==> src/rtl/isq_pkg.sv <==
package isq_pkg;

  localparam int DW = 8;
  localparam int AW = 16;
  localparam int KW = 3;

  localparam logic [DW-1:0] STK_PAGE = 8'h01;
  localparam int BRK_BIT  = 4;
  localparam int IDIS_BIT = 2;

  typedef enum logic [KW-1:0] {
    K_RST = 3'd0,
    K_NMI = 3'd1,
    K_IRQ = 3'd2,
    K_BRK = 3'd3,
    K_RTI = 3'd4,
    K_RTS = 3'd5
  } seq_kind_e;

  localparam logic [KW-1:0] KIND_MAX = 3'd5;

  typedef enum logic [3:0] {
    ST_IDLE,
    ST_PUSH_H,
    ST_PUSH_L,
    ST_PUSH_P,
    ST_VEC_L,
    ST_VEC_H,
    ST_PULL_P,
    ST_PULL_L,
    ST_PULL_H,
    ST_DUMMY
  } seq_step_e;

endpackage

==> src/rtl/isq_step_ctrl.sv <==
module isq_step_ctrl
  import isq_pkg::*;
(
  input  logic          clk,
  input  logic          rst_n,
  input  logic          start_i,
  input  logic [KW-1:0] kind_i,
  input  logic          stall_i,
  output seq_step_e     step_o,
  output seq_kind_e     kind_o,
  output logic          advance_o,
  output logic          done_o
);

  seq_step_e step_q, step_n;
  seq_kind_e kind_q, kind_n;
  logic      done_q, done_n;
  logic      step_en, kind_en;
  logic      kind_ok, launch, last_step;

  always_comb begin
    kind_ok   = (kind_i <= KIND_MAX);
    launch    = (step_q == ST_IDLE) && start_i && kind_ok;
    advance_o = (step_q != ST_IDLE) && !stall_i;

    last_step = (step_q == ST_VEC_H) ||
                ((step_q == ST_PULL_H) && (kind_q != K_RTS)) ||
                (step_q == ST_DUMMY);

    step_n  = step_q;
    kind_n  = kind_q;
    kind_en = launch;
    step_en = launch || advance_o;

    case (step_q)
      ST_IDLE: begin
        kind_n = seq_kind_e'(kind_i);
        if (kind_i == K_RTI)      step_n = ST_PULL_P;
        else if (kind_i == K_RTS) step_n = ST_PULL_L;
        else                      step_n = ST_PUSH_H;
      end
      ST_PUSH_H: step_n = ST_PUSH_L;
      ST_PUSH_L: step_n = ST_PUSH_P;
      ST_PUSH_P: step_n = ST_VEC_L;
      ST_VEC_L:  step_n = ST_VEC_H;
      ST_VEC_H:  step_n = ST_IDLE;
      ST_PULL_P: step_n = ST_PULL_L;
      ST_PULL_L: step_n = ST_PULL_H;
      ST_PULL_H: step_n = (kind_q == K_RTS) ? ST_DUMMY : ST_IDLE;
      ST_DUMMY:  step_n = ST_IDLE;
      default:   step_n = ST_IDLE;
    endcase

    done_n = advance_o && last_step;
  end

  always_ff @(posedge clk or negedge rst_n) begin
    if (!rst_n) begin
      step_q <= ST_IDLE;
      kind_q <= K_RST;
      done_q <= 1'b0;
    end else begin
      if (step_en) step_q <= step_n;
      if (kind_en) kind_q <= kind_n;
      done_q <= done_n;
    end
  end

  assign step_o = step_q;
  assign kind_o = kind_q;
  assign done_o = done_q;

endmodule

==> src/rtl/isq_irq_track.sv <==
module isq_irq_track (
  input  logic clk,
  input  logic rst_n,
  input  logic cyc_adv_i,
  input  logic irq_line_i,
  input  logic idis_i,
  input  logic nmi_req_i,
  input  logic nmi_take_i,
  output logic irq_pend_o,
  output logic nmi_pend_o
);

  logic hist_q, hist_n;
  logic irq_q, irq_n;
  logic nmi_q, nmi_n;

  always_comb begin
    hist_n = irq_line_i && !idis_i;
    irq_n  = hist_q;
    nmi_n  = nmi_req_i || (nmi_q && !nmi_take_i);
  end

  always_ff @(posedge clk or negedge rst_n) begin
    if (!rst_n) begin
      hist_q <= 1'b0;
      irq_q  <= 1'b0;
      nmi_q  <= 1'b0;
    end else begin
      if (cyc_adv_i) begin
        hist_q <= hist_n;
        irq_q  <= irq_n;
      end
      nmi_q <= nmi_n;
    end
  end

  assign irq_pend_o = irq_q;
  assign nmi_pend_o = nmi_q;

endmodule

==> src/rtl/isq_datapath.sv <==
module isq_datapath
  import isq_pkg::*;
#(
  parameter logic [AW-1:0] VEC_NMI = 16'hFFFA,
  parameter logic [AW-1:0] VEC_RST = 16'hFFFC,
  parameter logic [AW-1:0] VEC_IRQ = 16'hFFFE
) (
  input  logic          clk,
  input  logic          rst_n,
  input  seq_step_e     step_i,
  input  seq_kind_e     kind_i,
  input  logic          advance_i,
  input  logic          nmi_pend_i,
  input  logic [DW-1:0] status_i,
  input  logic [DW-1:0] rdata_i,
  output logic          bus_act_o,
  output logic          bus_wr_o,
  output logic [AW-1:0] bus_addr_o,
  output logic [DW-1:0] bus_wdata_o,
  output logic [AW-1:0] pc_o,
  output logic [DW-1:0] sp_o,
  output logic          idis_o,
  output logic          nmi_take_o,
  output logic [DW-1:0] pull_stat_o,
  output logic          pull_vld_o
);

  localparam int PC_HI = AW - 1;
  localparam int PC_LO = AW - DW;

  logic [DW-1:0] sp_q, sp_n, sp_inc, sp_dec;
  logic [AW-1:0] pc_q, pc_n, pc_inc;
  logic [AW-1:0] vec_q, vec_n;
  logic          idis_q, idis_n;
  logic [DW-1:0] pstat_q;
  logic          pvld_q, pvld_n;
  logic          sp_en, pc_en, vec_en, idis_en, pstat_en;
  logic          is_push, is_pull;
  logic [DW-1:0] stat_push;

  always_comb begin
    sp_inc  = sp_q + 8'd1;
    sp_dec  = sp_q - 8'd1;
    pc_inc  = pc_q + 16'd1;
    is_push = (step_i == ST_PUSH_H) || (step_i == ST_PUSH_L) || (step_i == ST_PUSH_P);
    is_pull = (step_i == ST_PULL_P) || (step_i == ST_PULL_L) || (step_i == ST_PULL_H);

    stat_push          = status_i;
    stat_push[BRK_BIT] = (kind_i == K_BRK);

    bus_act_o = (step_i != ST_IDLE);
    bus_wr_o  = is_push && (kind_i != K_RST);

    if (is_push)                  bus_addr_o = {STK_PAGE, sp_q};
    else if (is_pull)             bus_addr_o = {STK_PAGE, sp_inc};
    else if (step_i == ST_VEC_L)  bus_addr_o = vec_q;
    else if (step_i == ST_VEC_H)  bus_addr_o = vec_q + 16'd1;
    else if (step_i == ST_DUMMY)  bus_addr_o = pc_q;
    else                          bus_addr_o = '0;

    case (step_i)
      ST_PUSH_H: bus_wdata_o = (kind_i == K_BRK) ? pc_inc[PC_HI:PC_LO] : pc_q[PC_HI:PC_LO];
      ST_PUSH_L: bus_wdata_o = pc_q[DW-1:0];
      ST_PUSH_P: bus_wdata_o = stat_push;
      default:   bus_wdata_o = '0;
    endcase
  end

  // vector choice and interrupt-disable update at the status push
  always_comb begin
    case (kind_i)
      K_RST:   vec_n = VEC_RST;
      K_NMI:   vec_n = VEC_NMI;
      K_BRK:   vec_n = nmi_pend_i ? VEC_NMI : VEC_IRQ;
      default: vec_n = VEC_IRQ;
    endcase
    vec_en     = advance_i && (step_i == ST_PUSH_P);
    nmi_take_o = vec_en && ((kind_i == K_NMI) || ((kind_i == K_BRK) && nmi_pend_i));

    idis_en = advance_i && ((step_i == ST_PUSH_P) || (step_i == ST_PULL_P));
    idis_n  = (step_i == ST_PUSH_P) ? 1'b1 : rdata_i[IDIS_BIT];

    pstat_en = advance_i && (step_i == ST_PULL_P);
    pvld_n   = pstat_en;
  end

  always_comb begin
    sp_en = advance_i && (is_push || is_pull);
    sp_n  = is_push ? sp_dec : sp_inc;

    pc_en = 1'b0;
    pc_n  = pc_q;
    case (step_i)
      ST_PUSH_H: begin
        pc_en = advance_i && (kind_i == K_BRK);
        pc_n  = pc_inc;
      end
      ST_VEC_L, ST_PULL_L: begin
        pc_en = advance_i;
        pc_n  = {pc_q[PC_HI:PC_LO], rdata_i};
      end
      ST_VEC_H, ST_PULL_H: begin
        pc_en = advance_i;
        pc_n  = {rdata_i, pc_q[DW-1:0]};
      end
      ST_DUMMY: begin
        pc_en = advance_i;
        pc_n  = pc_inc;
      end
      default: begin
        pc_en = 1'b0;
        pc_n  = pc_q;
      end
    endcase
  end

  always_ff @(posedge clk or negedge rst_n) begin
    if (!rst_n) begin
      sp_q    <= '0;
      pc_q    <= '0;
      vec_q   <= VEC_RST;
      idis_q  <= 1'b1;
      pstat_q <= '0;
      pvld_q  <= 1'b0;
    end else begin
      if (sp_en)    sp_q    <= sp_n;
      if (pc_en)    pc_q    <= pc_n;
      if (vec_en)   vec_q   <= vec_n;
      if (idis_en)  idis_q  <= idis_n;
      if (pstat_en) pstat_q <= rdata_i;
      pvld_q <= pvld_n;
    end
  end

  assign pc_o        = pc_q;
  assign sp_o        = sp_q;
  assign idis_o      = idis_q;
  assign pull_stat_o = pstat_q;
  assign pull_vld_o  = pvld_q;

endmodule

==> src/rtl/irq_stack_seq.sv <==
module irq_stack_seq
  import isq_pkg::*;
#(
  parameter logic [AW-1:0] VEC_NMI = 16'hFFFA,
  parameter logic [AW-1:0] VEC_RST = 16'hFFFC,
  parameter logic [AW-1:0] VEC_IRQ = 16'hFFFE,
  parameter int            RST_STAGES = 2
) (
  input  logic          clk,
  input  logic          rst_n,
  input  logic          seq_start_i,
  input  logic [2:0]    seq_kind_i,
  input  logic          hold_i,
  input  logic          irq_line_i,
  input  logic          nmi_req_i,
  input  logic [7:0]    status_i,
  input  logic [7:0]    bus_rdata_i,
  output logic          bus_act_o,
  output logic          bus_wr_o,
  output logic [15:0]   bus_addr_o,
  output logic [7:0]    bus_wdata_o,
  output logic [15:0]   pc_o,
  output logic [7:0]    sp_o,
  output logic          idis_o,
  output logic          irq_pend_o,
  output logic          nmi_pend_o,
  output logic [7:0]    pull_stat_o,
  output logic          pull_vld_o,
  output logic          done_o
);

  logic [RST_STAGES-1:0] rst_pipe_q;
  logic                  rst_sync_n;

  seq_step_e step;
  seq_kind_e kind;
  logic      advance, stall, nmi_take;

  // asynchronous assert, synchronous release
  always_ff @(posedge clk or negedge rst_n) begin
    if (!rst_n) rst_pipe_q <= '0;
    else        rst_pipe_q <= {rst_pipe_q[RST_STAGES-2:0], 1'b1};
  end
  assign rst_sync_n = rst_pipe_q[RST_STAGES-1];

  assign stall = bus_act_o && !bus_wr_o && hold_i;

  isq_step_ctrl u_ctrl (
    .clk       (clk),
    .rst_n     (rst_sync_n),
    .start_i   (seq_start_i),
    .kind_i    (seq_kind_i),
    .stall_i   (stall),
    .step_o    (step),
    .kind_o    (kind),
    .advance_o (advance),
    .done_o    (done_o)
  );

  isq_datapath #(
    .VEC_NMI (VEC_NMI),
    .VEC_RST (VEC_RST),
    .VEC_IRQ (VEC_IRQ)
  ) u_dp (
    .clk         (clk),
    .rst_n       (rst_sync_n),
    .step_i      (step),
    .kind_i      (kind),
    .advance_i   (advance),
    .nmi_pend_i  (nmi_pend_o),
    .status_i    (status_i),
    .rdata_i     (bus_rdata_i),
    .bus_act_o   (bus_act_o),
    .bus_wr_o    (bus_wr_o),
    .bus_addr_o  (bus_addr_o),
    .bus_wdata_o (bus_wdata_o),
    .pc_o        (pc_o),
    .sp_o        (sp_o),
    .idis_o      (idis_o),
    .nmi_take_o  (nmi_take),
    .pull_stat_o (pull_stat_o),
    .pull_vld_o  (pull_vld_o)
  );

  isq_irq_track u_irq (
    .clk        (clk),
    .rst_n      (rst_sync_n),
    .cyc_adv_i  (!stall),
    .irq_line_i (irq_line_i),
    .idis_i     (idis_o),
    .nmi_req_i  (nmi_req_i),
    .nmi_take_i (nmi_take),
    .irq_pend_o (irq_pend_o),
    .nmi_pend_o (nmi_pend_o)
  );

endmodule

==> config.mk <==
export PLATFORM = sky130hd
export DESIGN_NAME = irq_stack_seq
export DESIGN_NICKNAME = d
export VERILOG_FILES = /design/src/rtl/isq_pkg.sv /design/src/rtl/isq_step_ctrl.sv /design/src/rtl/isq_irq_track.sv /design/src/rtl/isq_datapath.sv /design/src/rtl/irq_stack_seq.sv
export SDC_FILE = /design/constraint.sdc
export NUM_CORES = 1
export LEC_CHECK = 0
export ABC_AREA = 1
export BUFFER_PORTS_ARGS = -buffer_cell sky130_fd_sc_hd__buf_4
export CAP_MARGIN = 20
export CORE_MARGIN = 3
export CORE_UTILIZATION = 49
export DETAILED_ROUTE_END_ITERATION = 10
export GPL_TIMING_DRIVEN = 0
export PLACE_DENSITY = 0.83
export REMOVE_ABC_BUFFERS = 1
export SYNTH_ARGS = -nofsm -noshare
export SYNTH_HDL_FRONTEND = slang
export SYNTH_HIERARCHICAL = 1
export SYNTH_SLANG_ARGS = --single-unit
==> constraint.sdc <==
create_clock -name clk -period 1.45 [get_ports clk]
set_clock_uncertainty 0.05 [all_clocks]
set_input_delay 0.2175 -clock clk [delete_from_list [all_inputs] [get_ports clk]]
set_output_delay 0.2175 -clock clk [all_outputs]
set_load 0.03 [all_outputs]
---- Word level (Yosys, flattened, before mapping) ----
Cells that the tools add are included.
storage, ports and cells
  register bits after elaboration ......... 63
  bits in latches ......................... 0
  memory bits (writable) .................. 0
  bits in read-only memories .............. 0
  input bits .............................. 25
  output and inout bits ................... 63
  logic and storage cells ................. 98
  memories ................................ 0
cells by class
  add/sub/neg operators ................... 4
  $mul .................................... 0
  divide/modulo/power cells ............... 0
  $lt $le $gt $ge ......................... 1
  equal/unequal tests ..................... 15
  shift-type cells ........................ 0
  muxes and demuxes ....................... 17
  bitwise gates (word level) .............. 2
  reduce and logical (&&, ||, !) cells .... 45
operators by type and width
  cell                                                  number
  one-hot mux 16 bit (3 select lines)                   2
  two-way mux 16 bit                                    5
  adder 16 x 1 -> 16 bit (second input constant)        2
  one-hot mux 4 bit (8 select lines)                    1
  one-hot mux 8 bit (3 select lines)                    1
  logical AND 1 bit                                     17
  equality test 4 x 3 -> 1 bit (second input constant)  4
  two-way mux 8 bit                                     2
  logical OR 1 bit                                      11
  equality test 3 bit (second input constant)           3
  adder 8 x 1 -> 8 bit (second input constant)          1
  equality test 4 x 2 -> 1 bit (second input constant)  2
  equality test 4 bit (second input constant)           2
  two-way mux 4 bit                                     2
  subtractor 8 x 1 -> 8 bit (second input constant)     1
  two-way mux 3 bit                                     2
  AND reduction 3 bit                                   2
  OR reduction 2 bit                                    3
  OR reduction 5 bit                                    1
  equality test 4 x 1 -> 1 bit (second input constant)  1
  logical NOT 1 bit                                     4
  logical NOT 4 bit                                     1
  nonzero test 2 bit                                    2
  nonzero test 4 bit                                    1
  other kinds (10)                                      11

---- Longest topological paths before layout ----
Gate-level depths: netlist (run 1).
  word-level depth ........................ 14
  depth in mapped cells ................... 15

---- Hierarchy ----
The synthesis (run 1) kept the hierarchy.
modules (own cells, without submodules)
  module         instances  cells each  area each (um2)
  isq_datapath   1          478         3041.7
  isq_step_ctrl  1          70          525.5
  isq_irq_track  1          13          117.6
  irq_stack_seq  1          7           72.6

---- Worst setup path after synthesis (run 1) ----
Ideal clock, no wire load.
  kind .................................... flip-flop to flip-flop
  start point ............................. reg u_ctrl.step_q[0], in the netlist u_ctrl/step_o[0]
  end point ............................... reg u_dp.pstat_q[6], in the netlist u_dp/pull_stat_o[6]
  setup time .............................. 0.121 ns
  arrival ................................. 2.428 ns
  data required time ...................... 1.279 ns
  setup slack ............................. -1.149 ns
  stages on the path, launching flop included .. 15
  path buffers ............................ 1
  period minus slack after synthesis ...... 2.599 ns
  path through ............................ dfrtp_1 > nor2_1 > nor2_4 > inv_4 > nor2_1 > nor2_2 > inv_1 > nand2_4 > inv_4 > inv_1 > nor2_4 > inv_2 > buf_2 > nand2_1 > o21ai_1
on the way
  cells in the longest elaborated chain, start to end .. 10
  elaborated cells between the ends (all ways) .. 14
ends and longest elaborated chain
  element                                                                              line                 source
  start: declaration                                                                   isq_step_ctrl.sv:15  seq_step_e step_q, step_n;
  start signal: assignment                                                             isq_step_ctrl.sv:63  if (step_en) step_q <= step_n;
  equality test 4 x 1 -> 1 bit / equality test 4 x 2 -> 1 bit (equally long branches)  isq_datapath.sv:45   is_push = (step_i == ST_PUSH_H) || (step_i == ST_PUSH_L) || (step_i == ST_PUSH_P);
  logical OR 1 bit                                                                     isq_datapath.sv:45
  logical OR 1 bit *                                                                   isq_datapath.sv:45
  logical AND 1 bit *                                                                  isq_datapath.sv:52   bus_wr_o = is_push && (kind_i != K_RST);
  via bus_wr_o                                                                         irq_stack_seq.sv:19  output logic bus_wr_o,
  logical NOT 1 bit *                                                                  irq_stack_seq.sv:46  assign stall = bus_act_o && !bus_wr_o && hold_i;
  logical AND 1 bit * (2 in a row)                                                     irq_stack_seq.sv:46
  via stall                                                                            irq_stack_seq.sv:37  logic advance, stall, nmi_take;
  logical NOT 1 bit *                                                                  isq_step_ctrl.sv:24  advance_o = (step_q != ST_IDLE) && !stall_i;
  logical AND 1 bit *                                                                  isq_step_ctrl.sv:24
  via advance                                                                          irq_stack_seq.sv:37
  logical AND 1 bit *                                                                  isq_datapath.sv:83   pstat_en = advance_i && (step_i == ST_PULL_P);
  via u_dp.pstat_en                                                                    isq_datapath.sv:37   logic sp_en, pc_en, vec_en, idis_en, pstat_en;
  end signal: assignment                                                               isq_datapath.sv:130  if (pstat_en) pstat_q <= rdata_i;
  end: declaration                                                                     isq_datapath.sv:35   logic [DW-1:0] pstat_q;
Mark *: on every way through the listed nets, which the timed path passes. The rest lies on a longest branch.
A chain may end at the register's enable or synchronous reset.

---- Worst setup path in the final report (run 1) ----
  start point ............................. reg u_ctrl.step_q[1], in the netlist u_ctrl/step_o[1]
  end point ............................... reg u_dp.pc_q[4], in the netlist u_dp/pc_o[4]
on the way
  cells in the longest elaborated chain, start to end .. 12
  elaborated cells between the ends (all ways) .. 27
ends and longest elaborated chain
  element                                                                              line                                    source
  equality test 4 x 1 -> 1 bit / equality test 4 x 2 -> 1 bit (equally long branches)  isq_datapath.sv:45, isq_datapath.sv:93
  logical OR 1 bit (2 in a row)                                                        isq_datapath.sv:45
  logical AND 1 bit                                                                    isq_datapath.sv:52
  logical NOT 1 bit                                                                    irq_stack_seq.sv:46
  logical AND 1 bit (2 in a row)                                                       irq_stack_seq.sv:46
  logical NOT 1 bit                                                                    isq_step_ctrl.sv:24
  logical AND 1 bit                                                                    isq_step_ctrl.sv:24
  logical AND 1 bit                                                                    isq_datapath.sv:95                      pc_en = advance_i && (kind_i == K_BRK);
  one-hot mux 1 bit (2 select lines)                                                   isq_datapath.sv:93                      case (step_i)
  AND reduction 3 bit (no source line)                                                 n/a
  end signal: assignment                                                               isq_datapath.sv:127                     if (pc_en) pc_q <= pc_n;
  end: declaration                                                                     isq_datapath.sv:32                      logic [AW-1:0] pc_q, pc_n, pc_inc;
Parallel ways exist; a longest one is shown, timed or not.

==> impl_metrics.py, run 1 <==
metrics = {
    "outcome": {
        "status": "finished, violations left",
        "violations": "DRC, setup timing",
    },
    "yosys": {
        "yosysSeqAreaShare_pct": 32.70,
        "syn-instance-count": 568,
        "ys.warnings.count": 6,
        "synth_compound_gate_area_share_pct": 14.25,
        "combinational_family_with_the_most_area_after_synthesis": "simple AND/OR/NAND/NOR gates",
        "synth.lib_cells_used.distinct": 37,
        "synth_seq_cells": 49,
        "xor_and_xnor_fraction_of_the_mapped_netlist_area_pct": 1.632,
        "syn_avg_cell_area_sq_um": 6.615,
        "synthAdderAreaFrac_pct": 1.332,
        "netlist_area_sq_mm": 0.003757,
        "post_synth_mux_area_share_pct": 0,
        "synth-simple-area-share_pct": 41.19,
    },
    "worst_setup_path": {
        "setup.worst_path.end_class": "flip-flop",
        "cp-startpoint": "u_ctrl/step_o[1]$_DFFE_PN0P_",
        "worst-endpoint-arrival_ns": 2.46,
        "slowest_stage": "sky130_fd_sc_hd__dfrtp_2",
        "crit_buf_inv": 2,
        "cp-start-kind": "flip-flop",
        "worst-r2r-cell-count": 9,
        "critPathMaxFanout": 14,
        "r2r_end": "u_dp/pc_o[4]$_DFFE_PN0P_",
        "worst_path_largest_cell_delay_ns": 0.47,
        "rrSetupSlack_ns": -0.85,
        "cp_common_cell": "sky130_fd_sc_hd__nor2_1",
        "timing.rr.start": "u_ctrl/step_o[1]$_DFFE_PN0P_",
        "cp_required_ns": 1.61,
        "worst-setup-path-type": "reg2reg",
        "path_delay_family": "simple AND/OR/NAND/NOR gates",
        "timing.critical_path.cells": "buf_4 -> nor2_1 -> nand2_2 -> inv_2 -> nor2_1 -> nand2_1 -> nand2_1 -> nor2_1 -> nor2_1",
    },
    "route": {
        "detail_route.vias_per_cell": 6.444,
        "initialDrtViolationCount": 1030,
        "firstDrtPassIters": 11,
        "route.vias.total": 5432,
        "ant_nets": 0,
        "totalWireLength_microns": 18130,
        "route.detailed.drc": 1,
        "wl_per_cell_microns": 21.51,
    },
    "power": {
        "pnr_total_power_uw": 15970,
        "p_leak_uw": 0.002931,
        "pwr_density_cell_mw_per_mm2": 2704,
        "ir_drop_v": 0.001653,
    },
    "grt": {
        "grt_start_max_net_pins": 26,
        "global_route.usage.total_pct": 34.57,
        "grt_pass1_wl_microns": 23740,
        "grt_antenna_before_repair": 0,
        "first_global_vias": 4870,
        "grt_remaining_overflow": 0,
    },
    "floorplan": {
        "ios": 88,
        "core_area_sq_mm": 0.007331,
        "std_cell_rows": 31,
        "start_util_pct": 51.25,
        "die_height_microns": 93.57,
        "die_area_sq_mm": 0.008754,
        "die_width_microns": 93.57,
    },
    "job": {
        "timing.max_cap.violations": 0,
    },
    "placement": {
        "io_buffers": 86,
        "detailed_place_hpwl_microns": 8406,
        "placed_cell_area_sq_mm": 0.004491,
        "preCtsSetupSlack_ns": -1.305,
        "gp_congestion": 0.9430,
    },
    "cells_and_area": {
        "finish.net_count": 772,
        "multi_input_comb_area_sq_mm": 0.002665,
        "total_of_fill_cells_in_the_finished_design": 409,
        "regArea_sq_mm": 0.001256,
        "post-route-util_pct": 80.56,
        "areaGrowthSynthToFinish_pct": 57.18,
        "design_area_sq_mm": 0.005906,
        "antenna-diode-count": 0,
        "drive_above_1_share_pct": 45.16,
    },
    "hold_path": {
        "worstHoldEndpoint": "u_irq/nmi_pend_o$_DFF_PN0_",
        "holdCritPathClass": "in2reg",
        "min_path_cells": 2,
        "hp-start": "nmi_req_i",
    },
    "sta": {
        "hold_viol_final": 0,
        "hold_ws_ns": 0.03669,
        "setup_viol": 73,
        "tightestPinTransition_ns": 0.5728,
        "fin_crit_sh_pct": 158.6,
        "grt_setup_unrepaired": "true",
        "setup_slack_ns": -0.8501,
        "maxSlewViolCount": 0,
        "timing.fmax_ghz": 0.4348,
        "post-route-min-period_ns": 2.300,
        "relSlewSlack_pct": 61.81,
    },
    "clock_tree": {
        "root_buffer": "sky130_fd_sc_hd__clkbuf_8",
        "cts_tree": "done",
        "cts-htree-levels": 2,
        "cts_max_path_buffers": 2,
        "worst_setup_hold_path_clk_slew_ns": 0.11,
        "cts.sinks": 49,
        "tritoncts.num_buffers": 5,
        "clock_latency_ns": 0.32,
    },
}
## Yosys cell counts
cell	instances	area share, %
sky130_fd_sc_hd__nand2_1	201	20
sky130_fd_sc_hd__inv_1	59	5.9
sky130_fd_sc_hd__dfrtp_1	47	31
sky130_fd_sc_hd__nand3_1	46	6.1
sky130_fd_sc_hd__nor2_1	46	4.6
sky130_fd_sc_hd__o21ai_0	40	5.3
sky130_fd_sc_hd__a21oi_1	17	2.3
sky130_fd_sc_hd__o21ai_1	10	1.3
sky130_fd_sc_hd__nand2_2	8	1.3
sky130_fd_sc_hd__inv_2	7	0.70
sky130_fd_sc_hd__nand4_1	7	1.2
sky130_fd_sc_hd__nor2_4	7	2.1
sky130_fd_sc_hd__o21bai_1	7	1.4
sky130_fd_sc_hd__nand2_4	5	1.5
sky130_fd_sc_hd__nor2_2	5	0.83
sky130_fd_sc_hd__o211ai_1	5	1.0
sky130_fd_sc_hd__xor2_1	5	1.2
sky130_fd_sc_hd__clkbuf_1	4	0.40
sky130_fd_sc_hd__ha_1	4	1.3
sky130_fd_sc_hd__inv_4	4	0.67
sky130_fd_sc_hd__nand3_4	4	1.9
sky130_fd_sc_hd__o2111ai_1	4	0.93
sky130_fd_sc_hd__buf_2	3	0.40
sky130_fd_sc_hd__a21boi_0	2	0.40
sky130_fd_sc_hd__buf_6	2	0.60
sky130_fd_sc_hd__dfstp_2	2	1.4
sky130_fd_sc_hd__nor2_8	2	1.1
sky130_fd_sc_hd__nor3_1	2	0.27
sky130_fd_sc_hd__o21a_1	2	0.40
sky130_fd_sc_hd__o21ai_2	2	0.47
sky130_fd_sc_hd__o22ai_1	2	0.33
sky130_fd_sc_hd__xnor2_1	2	0.47
sky130_fd_sc_hd__a211oi_1	1	0.20
sky130_fd_sc_hd__a22oi_1	1	0.20
sky130_fd_sc_hd__clkbuf_2	1	0.13
sky130_fd_sc_hd__conb_1	1	0.10
sky130_fd_sc_hd__nor3_2	1	0.27
## through the flow
stage,std cells,TNS [ns]
3_5_place_dp,744,-62.47
4_1_cts,820,-33.96
5_1_grt,843,-50.65
6_report,843,-46.29
2_1_floorplan,558,-58.89
3_3_place_gp,743,-88.66
## cells in the final DEF, fill, tap and decap left out, drive strengths merged
| cell | synthesis | final |
|---|---|---|
| xor2 | 5 | 5 |
| nor2 | 60 | 60 |
| o21a | 2 | 2 |
| dlygate4sd3 | 0 | 1 |
| o22ai | 2 | 2 |
| nor3 | 3 | 3 |
| nand4 | 7 | 7 |
| buf | 5 | 174 |
| o2111ai | 4 | 4 |
| inv | 70 | 71 |
| a211oi | 1 | 1 |
| nand2 | 214 | 214 |
| conb | 1 | 1 |
| o21bai | 7 | 7 |
| dfstp | 2 | 2 |
| a21boi | 2 | 2 |
| o21ai | 52 | 52 |
| clkinvlp | 0 | 3 |
| nand3 | 50 | 52 |
| a22oi | 1 | 1 |
| a21oi | 17 | 17 |
| ha | 4 | 4 |
| xnor2 | 2 | 2 |
| o211ai | 5 | 5 |
| clkbuf | 5 | 5 |
| dfrtp | 47 | 47 |
## how the worst max path moves through the flow
stage | to | slack [ns] | cells after the start
3_5_place_dp | u_dp/pull_stat_o[6]$_DFFE_PN0P_ | -1.31 | 13
3_3_place_gp | u_dp/pull_stat_o[6]$_DFFE_PN0P_ | -1.22 | 13
2_1_floorplan | u_dp/pull_stat_o[0]$_DFFE_PN0P_ | -1.16 | 13
6_report | u_dp/pc_o[4]$_DFFE_PN0P_ | -0.85 | 9
4_1_cts | bus_addr_o[8] | -0.65 | 7
5_1_grt | u_dp/pc_o[3]$_DFFE_PN0P_ | -0.91 | 14
## final cells by class
class / count / area share [%]
multi-input cells: 441 / 45.13
repair inverters: 1 / 0.1271
repair buffers: 175 / 24.60
flip-flops and latches: 49 / 21.27
inverters: 70 / 5.127
clock inverters: 3 / 0.4873
well taps: 99 / 2.097
clock buffers: 5 / 1.165
## power by group
part           internal (uW)  leakage (uW)  switching (uW)
Clock                    366     0.0000511             572
Sequential              2000      0.000589             886
Combinational           4430       0.00229            7720
## worst register-to-register path, delay by kind of cell (launching register included)
kind                   cells  cell delay (ns)
and+or+nand+nor            7             1.15
buffers and inverters      2             0.53
DFF                        1             0.47
## metal layers
layer	track usage (%)	up-vias	part of all wire [%]
met5	0	-	0
met4	22.62	0	11
met3	9.574	246	14
met2	55.81	610	43
met1	40.01	2400	31
li1	-	2176	-
## sequential cells by signal, indices dropped and copies added, names as in the netlist, 2 cells and up
register,flops
u_ctrl/step_o,4
u_dp/sp_o,8
u_dp/pc_o,16
rst_pipe_q,2
u_ctrl/kind_o,3
u_dp/pull_stat_o,8
u_dp/vec_q,2
## cell families (layout without fill, tap and decap cells)
family	Yosys count	count (layout)
compound gates	93	93
fa+ha+maj	4	4
other cells	1	1
simple gates	334	336
xor+xnor	7	7
buf+inv	80	254
flops	49	49
## what timing repair did
item                       4_1_cts  5_1_grt
hold buffers                     1        0
gates cloned                     3        0
setup endpoints to repair       70       73
pin swaps                       31       21
hold endpoints to repair         2        0
resized for setup              143       48
setup buffers                   64       23
(Power assumes the default switching activity.)
==> run 2, diff against run 1 <==
--- a/constraint.sdc
+++ b/constraint.sdc
@@ -4,2 +4,2 @@
 set_output_delay 0.2175 -clock clk [all_outputs]
-set_load 0.03 [all_outputs]
+set_load 0.05 [all_outputs]
==> run 2 against run 1 <==
Effect of this change: register-to-register slack worse by 0.09 ns; the flow still finishes with violations (DRC, setup timing); critical endpoint unchanged; core utilization up 6.7 points; via count is 9.9% higher.
==> impl_metrics.py, run 2 (same netlist as run 1, synthesis figures left out) <==
metrics = {
    "floorplan": {
        "start_util_pct": 51.25,
        "ios": 88,
        "die_height_microns": 93.57,
        "core_area_sq_mm": 0.007331,
        "std_cell_rows": 31,
        "die_area_sq_mm": 0.008754,
        "die_width_microns": 93.57,
    },
    "clock_tree": {
        "cts_max_path_buffers": 2,
        "worst_setup_hold_path_clk_slew_ns": 0.11,
        "cts-htree-levels": 2,
        "tritoncts.num_buffers": 5,
        "clock_latency_ns": 0.35,
        "root_buffer": "sky130_fd_sc_hd__clkbuf_8",
        "cts.sinks": 49,
        "cts_tree": "done",
    },
    "worst_setup_path": {
        "timing.rr.start": "u_ctrl/step_o[3]$_DFFE_PN0P_",
        "critPathMaxFanout": 8,
        "worst-endpoint-arrival_ns": 2.58,
        "cp_required_ns": 1.64,
        "cp-start-kind": "flip-flop",
        "r2r_end": "u_dp/pc_o[4]$_DFFE_PN0P_",
        "worst-setup-path-type": "reg2reg",
        "worst-r2r-cell-count": 15,
        "rrSetupSlack_ns": -0.94,
        "setup.worst_path.end_class": "flip-flop",
    },
    "sta": {
        "maxSlewViolCount": 0,
        "fin_crit_sh_pct": 164.7,
        "grt_setup_unrepaired": "true",
        "hold_viol_final": 0,
        "tightestPinTransition_ns": 0.6183,
        "setup_slack_ns": -0.9383,
        "setup_viol": 73,
        "post-route-min-period_ns": 2.388,
        "timing.fmax_ghz": 0.4187,
        "relSlewSlack_pct": 58.78,
    },
    "placement": {
        "gp_congestion": 0.9430,
        "io_buffers": 86,
        "detailed_place_hpwl_microns": 8406,
        "placed_cell_area_sq_mm": 0.004491,
    },
    "route": {
        "totalWireLength_microns": 22130,
        "initialDrtViolationCount": 1126,
        "wl_per_cell_microns": 25.82,
        "detail_route.vias_per_cell": 6.964,
        "route.vias.total": 5968,
        "ant_nets": 0,
        "route.detailed.drc": 5,
        "firstDrtPassIters": 11,
    },
    "cells_and_area": {
        "layout_commonest_cell": "sky130_fd_sc_hd__nand2_1",
        "multi_input_comb_area_sq_mm": 0.002959,
        "drive_above_1_share_pct": 52.11,
        "post-route-util_pct": 87.30,
        "total_of_fill_cells_in_the_finished_design": 297,
        "areaGrowthSynthToFinish_pct": 70.33,
        "regArea_sq_mm": 0.001256,
        "design_area_sq_mm": 0.006400,
        "antenna-diode-count": 0,
        "finish.net_count": 786,
        "most_used_cells_in_the_layout_excluding_fill_and_tap_cells": "sky130_fd_sc_hd__nand2_1 (155), sky130_fd_sc_hd__buf_4 (144), sky130_fd_sc_hd__inv_1 (50), sky130_fd_sc_hd__nand2_2 (39), sky130_fd_sc_hd__nand3_1 (35)",
        "max_ffs_per_register": 16,
    },
    "grt": {
        "grt_pass1_wl_microns": 24940,
        "grt_antenna_before_repair": 0,
        "grt_start_max_net_pins": 26,
        "first_global_vias": 4986,
        "global_route.usage.total_pct": 36.31,
        "grt_remaining_overflow": 0,
    },
    "hold_path": {
        "hp-start": "nmi_req_i",
        "min_path_cells": 2,
        "worstHoldEndpoint": "u_irq/nmi_pend_o$_DFF_PN0_",
        "holdCritPathClass": "in2reg",
    },
    "job": {
        "timing.max_cap.violations": 0,
    },
    "outcome": {
        "status": "finished, violations left",
        "violations": "DRC, setup timing",
    },
}
## run 2: cell types whose count changed in the layout (fill, tap and decap cells not counted), sizes merged
cell    before  now
buf        174  186
clkinv       0    2
inv         71   69
nand2      214  215
nor2        60   61
## run 2: timing repair
item,CTS,global route
setup endpoints to repair,70,77
buffers inserted,66,34
hold endpoints to repair,2,0
gates resized for setup,165,120
hold buffers,1,0
pin swaps,32,49
gates cloned,4,1
## run 2: critical path: stages (launching register included)
cell and delay [ns]:
sky130_fd_sc_hd__dfrtp_2 0.50, sky130_fd_sc_hd__inv_4 0.14, sky130_fd_sc_hd__nand2_8 0.09, sky130_fd_sc_hd__nor2_4 0.19
sky130_fd_sc_hd__clkinv_4 0.13, sky130_fd_sc_hd__nor2_4 0.12, sky130_fd_sc_hd__nor2_2 0.05, sky130_fd_sc_hd__inv_2 0.06
sky130_fd_sc_hd__nand2_4 0.07, sky130_fd_sc_hd__inv_8 0.08, sky130_fd_sc_hd__buf_12 0.10, sky130_fd_sc_hd__buf_12 0.13
sky130_fd_sc_hd__nand3_4 0.20, sky130_fd_sc_hd__nand2_1 0.13, sky130_fd_sc_hd__inv_1 0.05, sky130_fd_sc_hd__nor2_1 0.17
## run 2: how the worst max path moves through the flow
stage / startpoint / to / slack (ns)
2_1_floorplan: u_ctrl/step_o[0]$_DFFE_PN0P_ / u_dp/pull_stat_o[0]$_DFFE_PN0P_ / -1.41
3_3_place_gp: u_ctrl/step_o[0]$_DFFE_PN0P_ / u_dp/pull_stat_o[6]$_DFFE_PN0P_ / -1.22
3_5_place_dp: u_ctrl/step_o[0]$_DFFE_PN0P_ / u_dp/pull_stat_o[6]$_DFFE_PN0P_ / -1.31
4_1_cts: u_ctrl/step_o[2]$_DFFE_PN0P_ / bus_addr_o[8] / -0.70
5_1_grt: u_ctrl/step_o[3]$_DFFE_PN0P_ / u_dp/pc_o[4]$_DFFE_PN0P_ / -0.95
6_report: u_ctrl/step_o[3]$_DFFE_PN0P_ / u_dp/pc_o[4]$_DFFE_PN0P_ / -0.94
## run 2: metal layers
layer	global-route usage (%)	vias to the layer above	share of wire, %
met2	58.31	765	41
li1	-	2211	-
met3	8.126	317	16
met5	0	-	0.15
met1	43.36	2673	31
met4	24.07	2	12
## run 2: area by class of cell
type                            instances  share of cell area [%]
Tap cell                               99                   1.935
Sequential cell                        49                   19.63
Clock buffer                            5                   1.075
Multi-Input combinational cell        443                   46.24
Timing Repair Buffer                  187                   25.51
Clock inverter                          3                  0.4497
Inverter                               70                   5.044
Timing Repair inverter                  1                  0.1173
## run 2: stage by stage
| stage | TNS, ns | std cells | setup slack [ns] | hold slack, ns |
|---|---|---|---|---|
| finish | -52.50 | 857 | -0.9383 | 0.02679 |
| global route | -54.49 | 857 | -0.9467 | 0.03794 |
| global placement | -89.52 | 743 | -1.220 | -0.04989 |
| floorplan | -78.96 | 558 | -1.413 | -0.1281 |
| CTS | -36.24 | 823 | -0.7023 | 0.03726 |
| detailed placement | -63.33 | 744 | -1.305 | -0.04822 |
Power of run 2 is not shown: default switching activity piles up to over one toggle a cycle in this logic, so the estimate is an artifact.
==> run 3, diff against run 2 <==
Settings changed: BUFFER_PORTS_ARGS -buffer_cell sky130_fd_sc_hd__buf_4 to default, DONT_BUFFER_PORTS from default to 1, PLACE_DENSITY 0.83 to 0.72.
==> run 3 against run 2 <==
Effect of this change: via count decreased by 22%; sequential cell count unchanged; routed wire length decreased by 31%; the flow finishes with violations (setup timing); count of clock-buffer cells in the layout is the same.
==> impl_metrics.py, run 3 (same netlist as run 1, synthesis figures left out) <==
metrics = {
    "sta": {
        "setup_viol": 73,
        "hold_ws_ns": 0.009361,
        "maxSlewViolCount": 0,
        "post-route-min-period_ns": 2.759,
        "relSlewSlack_pct": 10.35,
        "setup_slack_ns": -1.309,
        "fin_crit_sh_pct": 190.3,
        "hold_viol_final": 0,
        "tightestPinTransition_ns": 1.339,
        "grt_setup_unrepaired": "true",
        "timing.fmax_ghz": 0.3625,
    },
    "route": {
        "route.vias.total": 4638,
        "firstDrtPassIters": 5,
        "wl_per_cell_microns": 20.35,
        "detail_route.vias_per_cell": 6.201,
        "totalWireLength_microns": 15220,
        "initialDrtViolationCount": 484,
        "ant_nets": 0,
        "route.detailed.drc": 0,
    },
    "worst_setup_path": {
        "cp-start-kind": "flip-flop",
        "rrSetupSlack_ns": -1.01,
        "r2r_end": "u_dp/pc_o[8]$_DFFE_PN0P_",
        "worst-r2r-cell-count": 18,
        "worst-setup-path-type": "reg2out",
        "cp_required_ns": 1.18,
        "worst-endpoint-arrival_ns": 2.49,
        "setup.worst_path.end_class": "output pin",
        "timing.critical_path.cells": "ha_1 -> nand3_1 -> nor2_1 -> nand4_1 -> a21oi_1 -> o21bai_4",
        "slowest_stage": "sky130_fd_sc_hd__dfrtp_4",
        "timing.rr.start": "u_dp/pc_o[0]$_DFFE_PN0P_",
        "worst_path_largest_cell_delay_ns": 0.61,
        "critPathMaxFanout": 8,
    },
    "clock_tree": {
        "tritoncts.num_buffers": 5,
        "cts_tree": "done",
        "cts_max_path_buffers": 2,
        "root_buffer": "sky130_fd_sc_hd__clkbuf_8",
        "cts-htree-levels": 2,
        "worst_setup_hold_path_clk_slew_ns": 0.10,
        "clock_latency_ns": 0.32,
        "cts.sinks": 49,
    },
    "floorplan": {
        "ios": 88,
        "die_height_microns": 93.57,
        "die_area_sq_mm": 0.008754,
        "die_width_microns": 93.57,
        "std_cell_rows": 31,
        "core_area_sq_mm": 0.007331,
        "start_util_pct": 51.25,
    },
    "grt": {
        "grt_pass1_wl_microns": 21820,
        "grt_remaining_overflow": 0,
        "grt_start_max_net_pins": 26,
        "grt_antenna_before_repair": 0,
        "global_route.usage.total_pct": 31.69,
        "first_global_vias": 4256,
    },
    "cells_and_area": {
        "antenna-diode-count": 0,
        "drive_above_1_share_pct": 41.29,
        "layout_commonest_cell": "sky130_fd_sc_hd__nand2_1",
        "finish.net_count": 677,
        "areaGrowthSynthToFinish_pct": 49.35,
        "total_of_fill_cells_in_the_finished_design": 456,
        "most_used_cells_in_the_layout_excluding_fill_and_tap_cells": "sky130_fd_sc_hd__nand2_1 (159), sky130_fd_sc_hd__inv_1 (48), sky130_fd_sc_hd__nand3_1 (40), sky130_fd_sc_hd__nand2_2 (36), sky130_fd_sc_hd__buf_4 (33)",
        "max_ffs_per_register": 16,
    },
    "outcome": {
        "status": "finished, violations left",
        "violations": "setup timing",
    },
    "placement": {
        "io_buffers": 0,
        "gp_congestion": 0.9236,
        "detailed_place_hpwl_microns": 8031,
    },
    "hold_path": {
        "worstHoldEndpoint": "u_dp/pull_stat_o[2]$_DFFE_PN0P_",
        "min_path_cells": 2,
        "hp-start": "bus_rdata_i[2]",
        "holdCritPathClass": "in2reg",
    },
    "job": {
        "timing.max_cap.violations": 0,
    },
}
[run 3: cell count changes in the layout (fill, tap and decap cells not counted), sizes merged]
| cell | previous run | this run |
|---|---|---|
| buf | 186 | 71 |
| dlygate4sd3 | 1 | 8 |
| clkinv | 2 | 3 |
| inv | 69 | 68 |
| nor2 | 61 | 60 |
[run 3: what timing repair did]
item / CTS / global route
pin swaps: 40 / 33
endpoints found under the setup margin: 70 / 73
setup buffers: 54 / 26
resized for setup: 220 / 64
hold buffers: 8 / 0
endpoints found under the hold margin: 9 / 0
cloned: 4 / 0
[run 3: worst max path at each step]
stage | start | cells past startpoint | endpoint
after global placement | u_ctrl/step_o[0]$_DFFE_PN0P_ | 13 | u_dp/pull_stat_o[0]$_DFFE_PN0P_
after floorplan | u_ctrl/step_o[0]$_DFFE_PN0P_ | 13 | u_dp/pull_stat_o[0]$_DFFE_PN0P_
after detailed placement | u_ctrl/step_o[0]$_DFFE_PN0P_ | 13 | u_dp/pull_stat_o[6]$_DFFE_PN0P_
final | u_dp/pc_o[0]$_DFFE_PN0P_ | 6 | bus_wdata_o[6]
after global routing | u_dp/pc_o[0]$_DFFE_PN0P_ | 7 | bus_wdata_o[6]
after CTS | u_dp/pc_o[1]$_DFFE_PN0P_ | 7 | bus_wdata_o[0]
[run 3: layout make-up]
cell class              instances  area, sq um  area share, %
flip-flops and latches         49         1296          23.10
multi-input cells             442         2954          52.64
repair buffers                 79        807.0          14.38
clock buffers                   5        68.82          1.226
well taps                      99        123.9          2.207
inverters                      70        325.3          5.797
clock inverters                 3        28.78         0.5128
repair inverters                1        7.507         0.1338
[run 3: metal layers]
metal  up-vias  share of wire (%)  global-route usage [%]
li1       1995                  -                       -
met1      2135                 36                   39.75
met2       375                 46                   50.33
met3       133                 11                   8.206
met4         0                8.0                   15.88
met5         -                  0                       0
[run 3: per-stage QoR]
step           worst slack (ns)  TNS (ns)  utilization [%]  cells  area [sq um]
6_report                 -1.309    -55.93            76.55    748          5612
3_3_place_gp             -1.866   -132.03            52.16    657          3824
5_1_grt                  -1.380    -61.68            76.55    748          5612
2_1_floorplan            -1.413    -78.96                -    558          3700
3_5_place_dp             -1.911   -100.36            52.65    659          3860
4_1_cts                  -1.141    -49.40            71.60    727          5249
[run 3: worst max-delay path: cells and delay by family (launching register included)]
kind            cells  cell delay, ns
flops               1            0.61
fa+ha+maj           1            0.28
compound gates      2            0.52
simple gates        3            0.77
Power of run 3 is left out for the same reason.
